`src/rtl/bmr_pkg.sv`:
```
// Shared constants for the bus-master DMA register set.
// Assumes an 8-byte host window with byte lanes numbered from 0.
package bmr_pkg;
    localparam int LANES      = 8;
    localparam int LANE_CMD   = 0;
    localparam int LANE_STS   = 2;
    localparam int LANE_BASE  = 4;
    localparam int CMD_START  = 0;
    localparam int CMD_DIR    = 3;
    localparam int STS_ACTIVE = 0;
    localparam int STS_ERR    = 1;
    localparam int STS_INT    = 2;

    typedef enum logic [1:0] {
        SZ_BYTE = 2'd0,
        SZ_HALF = 2'd1,
        SZ_WORD = 2'd2
    } acc_size_e;
endpackage

```
`src/rtl/bmr_lane_decode.sv`:
```
// Byte-lane decoder for the host window.
// Turns offset and size into per-lane write enables and write bytes, and
// assembles read data from the lane image. Assumes at most 4 bytes per access;
// lanes past the end of the window are dropped.
module bmr_lane_decode
    import bmr_pkg::*;
#(
    parameter int NLANES = LANES
) (
    input  logic                    acc_valid,
    input  logic                    acc_write,
    input  logic [2:0]              acc_off,
    input  logic [1:0]              acc_size,
    input  logic [31:0]             acc_wdata,
    input  logic [NLANES-1:0][7:0]  lane_map,
    output logic [NLANES-1:0]       lane_we,
    output logic [NLANES-1:0][7:0]  lane_wd,
    output logic [31:0]             acc_rdata
);
    logic [3:0] nbytes;
    logic [3:0] off_ext;

    // Purpose: byte count of the access.
    always_comb begin
        case (acc_size)
            SZ_BYTE: nbytes = 4'd1;
            SZ_HALF: nbytes = 4'd2;
            default: nbytes = 4'd4;
        endcase
    end

    assign off_ext = {1'b0, acc_off};

    for (genvar l = 0; l < NLANES; l++) begin : g_wlane
        localparam logic [3:0] LIDX = 4'(l);
        logic [3:0] rel;
        assign rel        = LIDX - off_ext;
        assign lane_we[l] = acc_valid && acc_write && (LIDX >= off_ext) && (rel < nbytes);
        assign lane_wd[l] = acc_wdata[{rel[1:0], 3'b000} +: 8];
    end

    for (genvar k = 0; k < 4; k++) begin : g_rbyte
        logic [3:0] idx;
        assign idx = off_ext + 4'(k);
        // Purpose: pick one read byte, zero past the width or the window.
        always_comb begin
            acc_rdata[8*k +: 8] = 8'h00;
            if (acc_valid && !acc_write && (4'(k) < nbytes) && (idx < 4'(NLANES)))
                acc_rdata[8*k +: 8] = lane_map[idx[2:0]];
        end
    end
endmodule

```
`src/rtl/bmr_base_reg.sv`:
```
// Descriptor-table base register written by byte lanes.
// Each byte updates only when its own lane enable is set; bits 1:0 are
// stored as zero so the base is always 4-byte aligned.
module bmr_base_reg
    import bmr_pkg::*;
#(
    parameter int NLANES    = LANES,
    parameter int ADDR_W    = 32,
    parameter int FIRST_LN  = LANE_BASE
) (
    input  logic                    clk,
    input  logic                    rst_n,
    input  logic [NLANES-1:0]       lane_we,
    input  logic [NLANES-1:0][7:0]  lane_wd,
    output logic [ADDR_W-1:0]       base_q
);
    localparam int NBYTES = ADDR_W / 8;

    for (genvar b = 0; b < NBYTES; b++) begin : g_byte
        localparam logic [7:0] KEEP = (b == 0) ? 8'hFC : 8'hFF;
        // Purpose: hold one base byte, aligned in byte 0.
        always_ff @(posedge clk) begin
            if (!rst_n)
                base_q[8*b +: 8] <= 8'h00;
            else if (lane_we[FIRST_LN + b])
                base_q[8*b +: 8] <= lane_wd[FIRST_LN + b] & KEEP;
        end
    end
endmodule

```
`src/rtl/bmr_chan_ctrl.sv`:
```
// Command, status and descriptor-pointer state of one channel.
// Start acts only on a change of its value. Walker requests are registered
// one-cycle pulses. The interrupt flag is set on a rising drive interrupt;
// error and interrupt flags clear by writing one, and a set beats a clear.
module bmr_chan_ctrl #(
    parameter int ADDR_W     = 32,
    parameter int DESC_BYTES = 8
) (
    input  logic              clk,
    input  logic              rst_n,
    input  logic              cmd_we,
    input  logic              cmd_start_wd,
    input  logic              cmd_dir_wd,
    input  logic              sts_we,
    input  logic              sts_clr_err,
    input  logic              sts_clr_int,
    input  logic [ADDR_W-1:0] base_q,
    input  logic              walk_adv,
    input  logic              walk_done,
    input  logic              walk_err,
    input  logic              drv_irq,
    output logic              start_q,
    output logic              dir_q,
    output logic              active_q,
    output logic              err_q,
    output logic              int_q,
    output logic [ADDR_W-1:0] tbl_ptr,
    output logic              walk_go,
    output logic              walk_stop
);
    localparam logic [ADDR_W-1:0] STEP = ADDR_W'(DESC_BYTES);

    logic start_rise;
    logic start_fall;
    logic irq_prev;
    logic irq_rise;

    assign start_rise = cmd_we &&  cmd_start_wd && !start_q;
    assign start_fall = cmd_we && !cmd_start_wd &&  start_q;
    assign irq_rise   = drv_irq && !irq_prev;

    // Purpose: store the two kept command bits.
    always_ff @(posedge clk) begin
        if (!rst_n) begin
            start_q <= 1'b0;
            dir_q   <= 1'b0;
        end else if (cmd_we) begin
            start_q <= cmd_start_wd;
            dir_q   <= cmd_dir_wd;
        end
    end

    // Purpose: active flag, set by a start change, cleared by stop or done.
    always_ff @(posedge clk) begin
        if (!rst_n)
            active_q <= 1'b0;
        else if (start_rise)
            active_q <= 1'b1;
        else if (start_fall || walk_done)
            active_q <= 1'b0;
    end

    // Purpose: one-cycle requests to the walker.
    always_ff @(posedge clk) begin
        if (!rst_n) begin
            walk_go   <= 1'b0;
            walk_stop <= 1'b0;
        end else begin
            walk_go   <= start_rise && !active_q;
            walk_stop <= start_fall;
        end
    end

    // Purpose: descriptor pointer, reloaded on start, stepped by the walker.
    always_ff @(posedge clk) begin
        if (!rst_n)
            tbl_ptr <= '0;
        else if (start_rise)
            tbl_ptr <= base_q;
        else if (walk_adv)
            tbl_ptr <= tbl_ptr + STEP;
    end

    // Purpose: error flag, set by the walker, cleared by writing one.
    always_ff @(posedge clk) begin
        if (!rst_n)
            err_q <= 1'b0;
        else if (walk_err)
            err_q <= 1'b1;
        else if (sts_we && sts_clr_err)
            err_q <= 1'b0;
    end

    // Purpose: previous drive interrupt level for edge detection.
    always_ff @(posedge clk) begin
        if (!rst_n)
            irq_prev <= 1'b0;
        else
            irq_prev <= drv_irq;
    end

    // Purpose: interrupt flag, set on a rising drive interrupt.
    always_ff @(posedge clk) begin
        if (!rst_n)
            int_q <= 1'b0;
        else if (irq_rise)
            int_q <= 1'b1;
        else if (sts_we && sts_clr_int)
            int_q <= 1'b0;
    end
endmodule

```
`src/rtl/bm_dma_regs.sv`:
```
// Top of the bus-master DMA channel register set.
// Joins the lane decoder, base register and channel control, builds the
// 8-byte read image and passes the drive interrupt straight to the host.
module bm_dma_regs
    import bmr_pkg::*;
#(
    parameter int ADDR_W     = 32,
    parameter int DESC_BYTES = 8
) (
    input  logic              clk,
    input  logic              rst_n,
    input  logic              acc_valid,
    input  logic              acc_write,
    input  logic [2:0]        acc_off,
    input  logic [1:0]        acc_size,
    input  logic [31:0]       acc_wdata,
    output logic [31:0]       acc_rdata,
    input  logic              drv_irq,
    output logic              host_irq,
    output logic              walk_go,
    output logic              walk_stop,
    output logic              walk_dir,
    output logic [ADDR_W-1:0] tbl_ptr,
    input  logic              walk_adv,
    input  logic              walk_done,
    input  logic              walk_err
);
    logic [LANES-1:0]      lane_we;
    logic [LANES-1:0][7:0] lane_wd;
    logic [LANES-1:0][7:0] lane_map;
    logic [ADDR_W-1:0]     base_q;
    logic start_q, dir_q, active_q, err_q, int_q;
    logic unused_lanes;

    bmr_lane_decode #(.NLANES(LANES)) i_dec (
        .acc_valid (acc_valid),
        .acc_write (acc_write),
        .acc_off   (acc_off),
        .acc_size  (acc_size),
        .acc_wdata (acc_wdata),
        .lane_map  (lane_map),
        .lane_we   (lane_we),
        .lane_wd   (lane_wd),
        .acc_rdata (acc_rdata)
    );

    bmr_base_reg #(.NLANES(LANES), .ADDR_W(ADDR_W), .FIRST_LN(LANE_BASE)) i_base (
        .clk     (clk),
        .rst_n   (rst_n),
        .lane_we (lane_we),
        .lane_wd (lane_wd),
        .base_q  (base_q)
    );

    bmr_chan_ctrl #(.ADDR_W(ADDR_W), .DESC_BYTES(DESC_BYTES)) i_ctrl (
        .clk          (clk),
        .rst_n        (rst_n),
        .cmd_we       (lane_we[LANE_CMD]),
        .cmd_start_wd (lane_wd[LANE_CMD][CMD_START]),
        .cmd_dir_wd   (lane_wd[LANE_CMD][CMD_DIR]),
        .sts_we       (lane_we[LANE_STS]),
        .sts_clr_err  (lane_wd[LANE_STS][STS_ERR]),
        .sts_clr_int  (lane_wd[LANE_STS][STS_INT]),
        .base_q       (base_q),
        .walk_adv     (walk_adv),
        .walk_done    (walk_done),
        .walk_err     (walk_err),
        .drv_irq      (drv_irq),
        .start_q      (start_q),
        .dir_q        (dir_q),
        .active_q     (active_q),
        .err_q        (err_q),
        .int_q        (int_q),
        .tbl_ptr      (tbl_ptr),
        .walk_go      (walk_go),
        .walk_stop    (walk_stop)
    );

    // Purpose: assemble the read image of the window.
    always_comb begin
        lane_map = '0;
        lane_map[LANE_CMD][CMD_START]  = start_q;
        lane_map[LANE_CMD][CMD_DIR]    = dir_q;
        lane_map[LANE_STS][STS_ACTIVE] = active_q;
        lane_map[LANE_STS][STS_ERR]    = err_q;
        lane_map[LANE_STS][STS_INT]    = int_q;
        for (int b = 0; b < ADDR_W / 8; b++)
            lane_map[LANE_BASE + b] = base_q[8*b +: 8];
    end

    assign host_irq = drv_irq;
    assign walk_dir = dir_q;

    assign unused_lanes = ^{lane_we[1], lane_we[3], lane_wd[1], lane_wd[3],
                            lane_wd[LANE_CMD][7:4], lane_wd[LANE_CMD][2:1],
                            lane_wd[LANE_STS][7:3], lane_wd[LANE_STS][0]};
endmodule

```
`config.mk`:
```
export PLATFORM = sky130hd
export DESIGN_NAME = bm_dma_regs
export DESIGN_NICKNAME = d
export VERILOG_FILES = /design/src/rtl/bmr_pkg.sv /design/src/rtl/bmr_lane_decode.sv /design/src/rtl/bmr_base_reg.sv /design/src/rtl/bmr_chan_ctrl.sv /design/src/rtl/bm_dma_regs.sv
export SDC_FILE = /design/constraint.sdc
export NUM_CORES = 1
export LEC_CHECK = 0
export BUFFER_PORTS_ARGS = -buffer_cell sky130_fd_sc_hd__buf_4
export CORE_ASPECT_RATIO = 0.75
export CORE_MARGIN = 2
export CORE_UTILIZATION = 40
export DETAILED_ROUTE_END_ITERATION = 7
export PLACE_DENSITY_LB_ADDON = 0.15
export SLEW_MARGIN = 10
export SYNTH_ARGS = -nofsm -noshare
export SYNTH_HDL_FRONTEND = slang
export SYNTH_HIERARCHICAL = 1
export SYNTH_SLANG_ARGS = --single-unit
export TNS_END_PERCENT = 1
```
`constraint.sdc`:
```
create_clock -name clk -period 3.4 [get_ports clk]
set_input_delay 0.17 -clock clk [delete_from_list [all_inputs] [get_ports clk]]
set_output_delay 0.17 -clock clk [all_outputs]
set_load 0.02 [all_outputs]
```
# Yosys cells after proc, flatten, opt, wreduce, memory -nomap -nowiden
# Cells that the tools add are included.
# op_classes
n_addsub	10
magnitude_cmp	24
n_eq_ne	1
n_shift	6
mux	21
n_reduce_logical	41
# op_table
operator	n
$shiftx A32 B6 Y8	4
$bmux W8 S3	4
$mux W32	2
$mux W8	8
$add A32 B4 Y32 const B	1
$shiftx A32 B6 Y3	1
$shiftx A32 B6 Y4	1
$logic_and A1 B1 Y1	30
$lt A4 B3 Y1	6
$lt A3 B4 Y1 const B	5
$sub A3 B3 Y4 const A	4
$ge A3 B3 Y1 const A	4
$lt A4 B4 Y1 const B	3
$add A3 B2 Y4 const B	2
$reduce_bool A2 Y1	4
$lt A1 B3 Y1 const A	2
$lt A2 B3 Y1 const A	2
$mux W1	6
$pmux W3 S2	1
$logic_not A1 Y1	5
$add A3 B1 Y4 const B	1
$sub A1 B3 Y4 const A	1
$sub A2 B3 Y4 const A	1
$ge A1 B3 Y1 const A	1
other kinds (4)	4
# totals
regBits	70
in_bits	45
elab_cells	116

# Logic depth before layout (Yosys ltp)
# depth
depth_word	9
ltp_mapped	13

# Cells and area by module
# Netlist, hierarchy kept.
# modules_own_cells
module	n_inst	cells_per_inst	area_each_um2	seq_area_each_um2
bmr_lane_decode	1	352	3130.5	0.0
bmr_chan_ctrl	1	249	2024.4	800.8
bmr_base_reg	1	100	1166.1	600.6
bm_dma_regs	1	2	11.3	0.0

# Worst setup path before layout
# Ideal clock, no wire load.
# synth_path
path_type	input to register
startpoint	input port acc_off[1]
endpoint	register i_ctrl.tbl_ptr[20]
setup_ps	74
arrival_time_ps	3048
slack_ps	278
path_stages	12
path_buffers	4
path_cell_list	buf_2 buf_2 inv_1 ha_1 ha_1 ha_1 or4b_1 a21oi_1 nand3b_1 clkbuf_1 clkbuf_1 a31oi_1
# synth_via
elab_chain_len	6
elab_cells_between_ends	10
# synth_lines
element	line	source
start: declaration	bm_dma_regs.sv:14	input logic [2:0] acc_off,
$sub A1 B3 Y4 / $ge A1 B3 Y1 (equally long branches)	bmr_lane_decode.sv:37, bmr_lane_decode.sv:38	
$lt A4 B3 Y1 / $logic_and A1 B1 Y1 (equally long branches)	bmr_lane_decode.sv:38	assign lane_we[l] = acc_valid && acc_write && (LIDX >= off_ext) && (rel < nbytes);
$logic_and A1 B1 Y1 (*)	bmr_lane_decode.sv:38	
via lane_we[0]	bm_dma_regs.sv:28	logic [LANES-1:0] lane_we;
$logic_and A1 B1 Y1 (*) (2 in a row)	bmr_chan_ctrl.sv:38	assign start_rise = cmd_we && cmd_start_wd && !start_q;
$mux W32 / $reduce_bool A2 Y1 (equally long branches)	n/a	
end signal: assignment	bmr_chan_ctrl.sv:79	tbl_ptr <= base_q;
end signal: assignment	bmr_chan_ctrl.sv:81	tbl_ptr <= tbl_ptr + STEP;
end: declaration	bmr_chan_ctrl.sv:27	output logic [ADDR_W-1:0] tbl_ptr,
# Mark *: on every way through the listed nets, which the timed path passes. The rest lies on a longest branch.
# A chain may end at the register's enable or synchronous reset.

# Final worst setup path
# layout_path
startpoint	input port acc_off[0]
endpoint	register i_ctrl.tbl_ptr[29]
# The elaborated chain is that of the path after synthesis.

==> run_results.csv <==
group,metric,value,unit
detailed_routing,ant_nets,0,
grt,antenna_found_initial,0,
detailed_routing,wire_per_inst,20.66,µm
timing,drv_slew,0,
place,io_buffers,112,
worst_setup_path,end_kind,"register",
run,cap_violations,0,
cells_and_area,diodes,0,
cells_and_area,finalNonFillerCells,1011,
timing,maxSlewHeadroom,0.3012,
floorplan,die_x,148.3,µm
floorplan,start_util,0.4089,
power,p_per_area,347.7,nW/µm²
worst_setup_path,arrival,2.93,ns
hold_path,hold_class,"input port to register",
cells_and_area,drive_gt1_frac,0.3114,
outcome,status,"finished, final reports clean",
yosys,syn_area_per_cell,8.987,µm²
clock_network,cts_tree,"yes",
timing,timing.final.crit_share,0.7862,
detailed_routing,dr.first_iter.drc_count,547,
worst_setup_path,startpoint_type,"input port",
cells_and_area,final_cell_mix,"buf_4 (123), dfxtp_1 (70), mux2_2 (64)",
clock_network,cts_buffer_depth,2,
floorplan,fp.coreArea,15270,µm²
clock_network,clk_pin_slew,0.06,ns
place,place_inst,996,
timing,setup_viol_count_final,0,
clock_network,clock-root-buffer,"clkbuf_16",
detailed_routing,via_count,5957,
cells_and_area,nFillCells,1512,
clock_network,post-cts-setup-buffers,0,
place,dpl.hpwl,15350,µm
clock_network,hold_buffers,0,
place,routabilityCongestion,0.8929,
detailed_routing,drt-total-wl,20880,µm
grt,grt_pass1_vias,5623,
timing,setup_ws,0.7270,ns
timing,max_freq,374.1,MHz
cells_and_area,final_common_cell,"buf_4",
floorplan,die-area,16640,µm²
timing,finClkSkew,0.008373,ns
timing,setup-tns-final,0,ns
clock_network,cts_buffers,9,
yosys,synth_warnings,6,
detailed_routing,drc,0,
grt,track_usage,0.2467,
worst_setup_path,path_class,"input port to register",
clock_network,htree_levels,3,
power,p_leak,2.871,nW
timing,tightest_slew,1.048,ns
timing,rsz0062_at_grt,"no",
timing,hold_viol,0,
cells_and_area,fin_util,0.4875,
cells_and_area,area_growth,19.21,%
clock_network,clkLatencyLatePin,0.34,ns
grt,grt_overflow,0,
detailed_routing,via_per_inst,5.892,
detailed_routing,first_pass_iters,5,
clock_network,cts.repair.resized,0,
timing,fin_crit,2.673,ns
floorplan,fp.dieH,112.2,µm
floorplan,rows,39,
grt,grt_max_degree,73,
floorplan,pin_count,113,
cells_and_area,finalNetCount,868,
worst_setup_path,critPathMaxFanout,63,
place,post-place-ws,0.4365,ns
yosys,synth_cells,695,
power,vdd_drop_max,0.1976,mV
grt,grt_pass1_wl,31880,µm
worst_setup_path,cp.required,3.65,ns
yosys,synthesis.area,6246,µm²
clock_network,cts_sinks,70,
-- worst max-delay path, cell delays in order --
cell	delay, ns
buf_4	0.12
inv_1	0.14
ha_1	0.21
ha_1	0.26
ha_1	0.21
or4b_1	0.52
a21oi_1	0.41
nand3b_1	0.12
buf_4	0.32
nand2_1	0.15
nor4_1	0.05
a211oi_1	0.21
-- layout make-up --
type,count,area (µm²),area share
multi-input cells,584,4476,0.6011
clock inverters,6,111.4,0.01496
inverters,14,52.55,0.007058
flip-flops and latches,70,1401,0.1882
well taps,205,256.5,0.03445
repair buffers,123,923.4,0.1240
clock buffers,9,225.2,0.03025
-- stage by stage --
stage          instance area [µm²]  hold WS, ns  total power, mW
5_1_grt                       7446      0.07581            2.680
3_5_place_dp                  7109       0.4211            1.517
2_1_floorplan                 6449       0.2874            1.367
3_3_place_gp                  7109       0.4032            1.509
4_1_cts                       7446      0.06666            2.581
6_report                      7446      0.07591            2.589
-- layer usage --
| layer | GRT usage | wire length [µm] | vias up |
|---|---|---|---|
| li1 | - | - | 2761 |
| met1 | 0.3667 | 9866 | 2889 |
| met2 | 0.3565 | 8917 | 279 |
| met3 | 0.06301 | 1740 | 28 |
| met4 | 0.06032 | 359 | 0 |
| met5 | 0 | 0 | - |
-- where the power goes --
group | switching [mW] | internal, mW | total, mW
sequential | 0.0359 | 0.842 | 0.878
clock | 0.356 | 0.712 | 1.07
combinational | 0.353 | 0.290 | 0.643
-- path summary, 6_finish.rpt --
path	startpoint	endpoint	slack, ns	depth (start not counted)
max	acc_off[0]	i_ctrl/tbl_ptr[29]$_SDFFE_PN0P_	0.73	12
min	walk_err	i_ctrl/err_q$_SDFFE_PN0P_	0.08	3
max reg2reg	i_ctrl/tbl_ptr[3]$_SDFFE_PN0P_	i_ctrl/tbl_ptr[17]$_SDFFE_PN0P_	1.28	5
min reg2reg	i_ctrl/tbl_ptr[1]$_SDFFE_PN0P_	i_ctrl/tbl_ptr[1]$_SDFFE_PN0P_	0.48	2
-- flip-flops by register name, summed over array words and instances, names as in the netlist --
signal            flops
i_ctrl/int_q          1
i_ctrl/start_q        1
i_ctrl/walk_go        1
i_base/base_q        30
i_ctrl/active_q       1
i_ctrl/dir_q          1
i_ctrl/walk_stop      1
i_ctrl/err_q          1
i_ctrl/irq_prev       1
i_ctrl/tbl_ptr       32
Power figures use the tool's default switching activity.
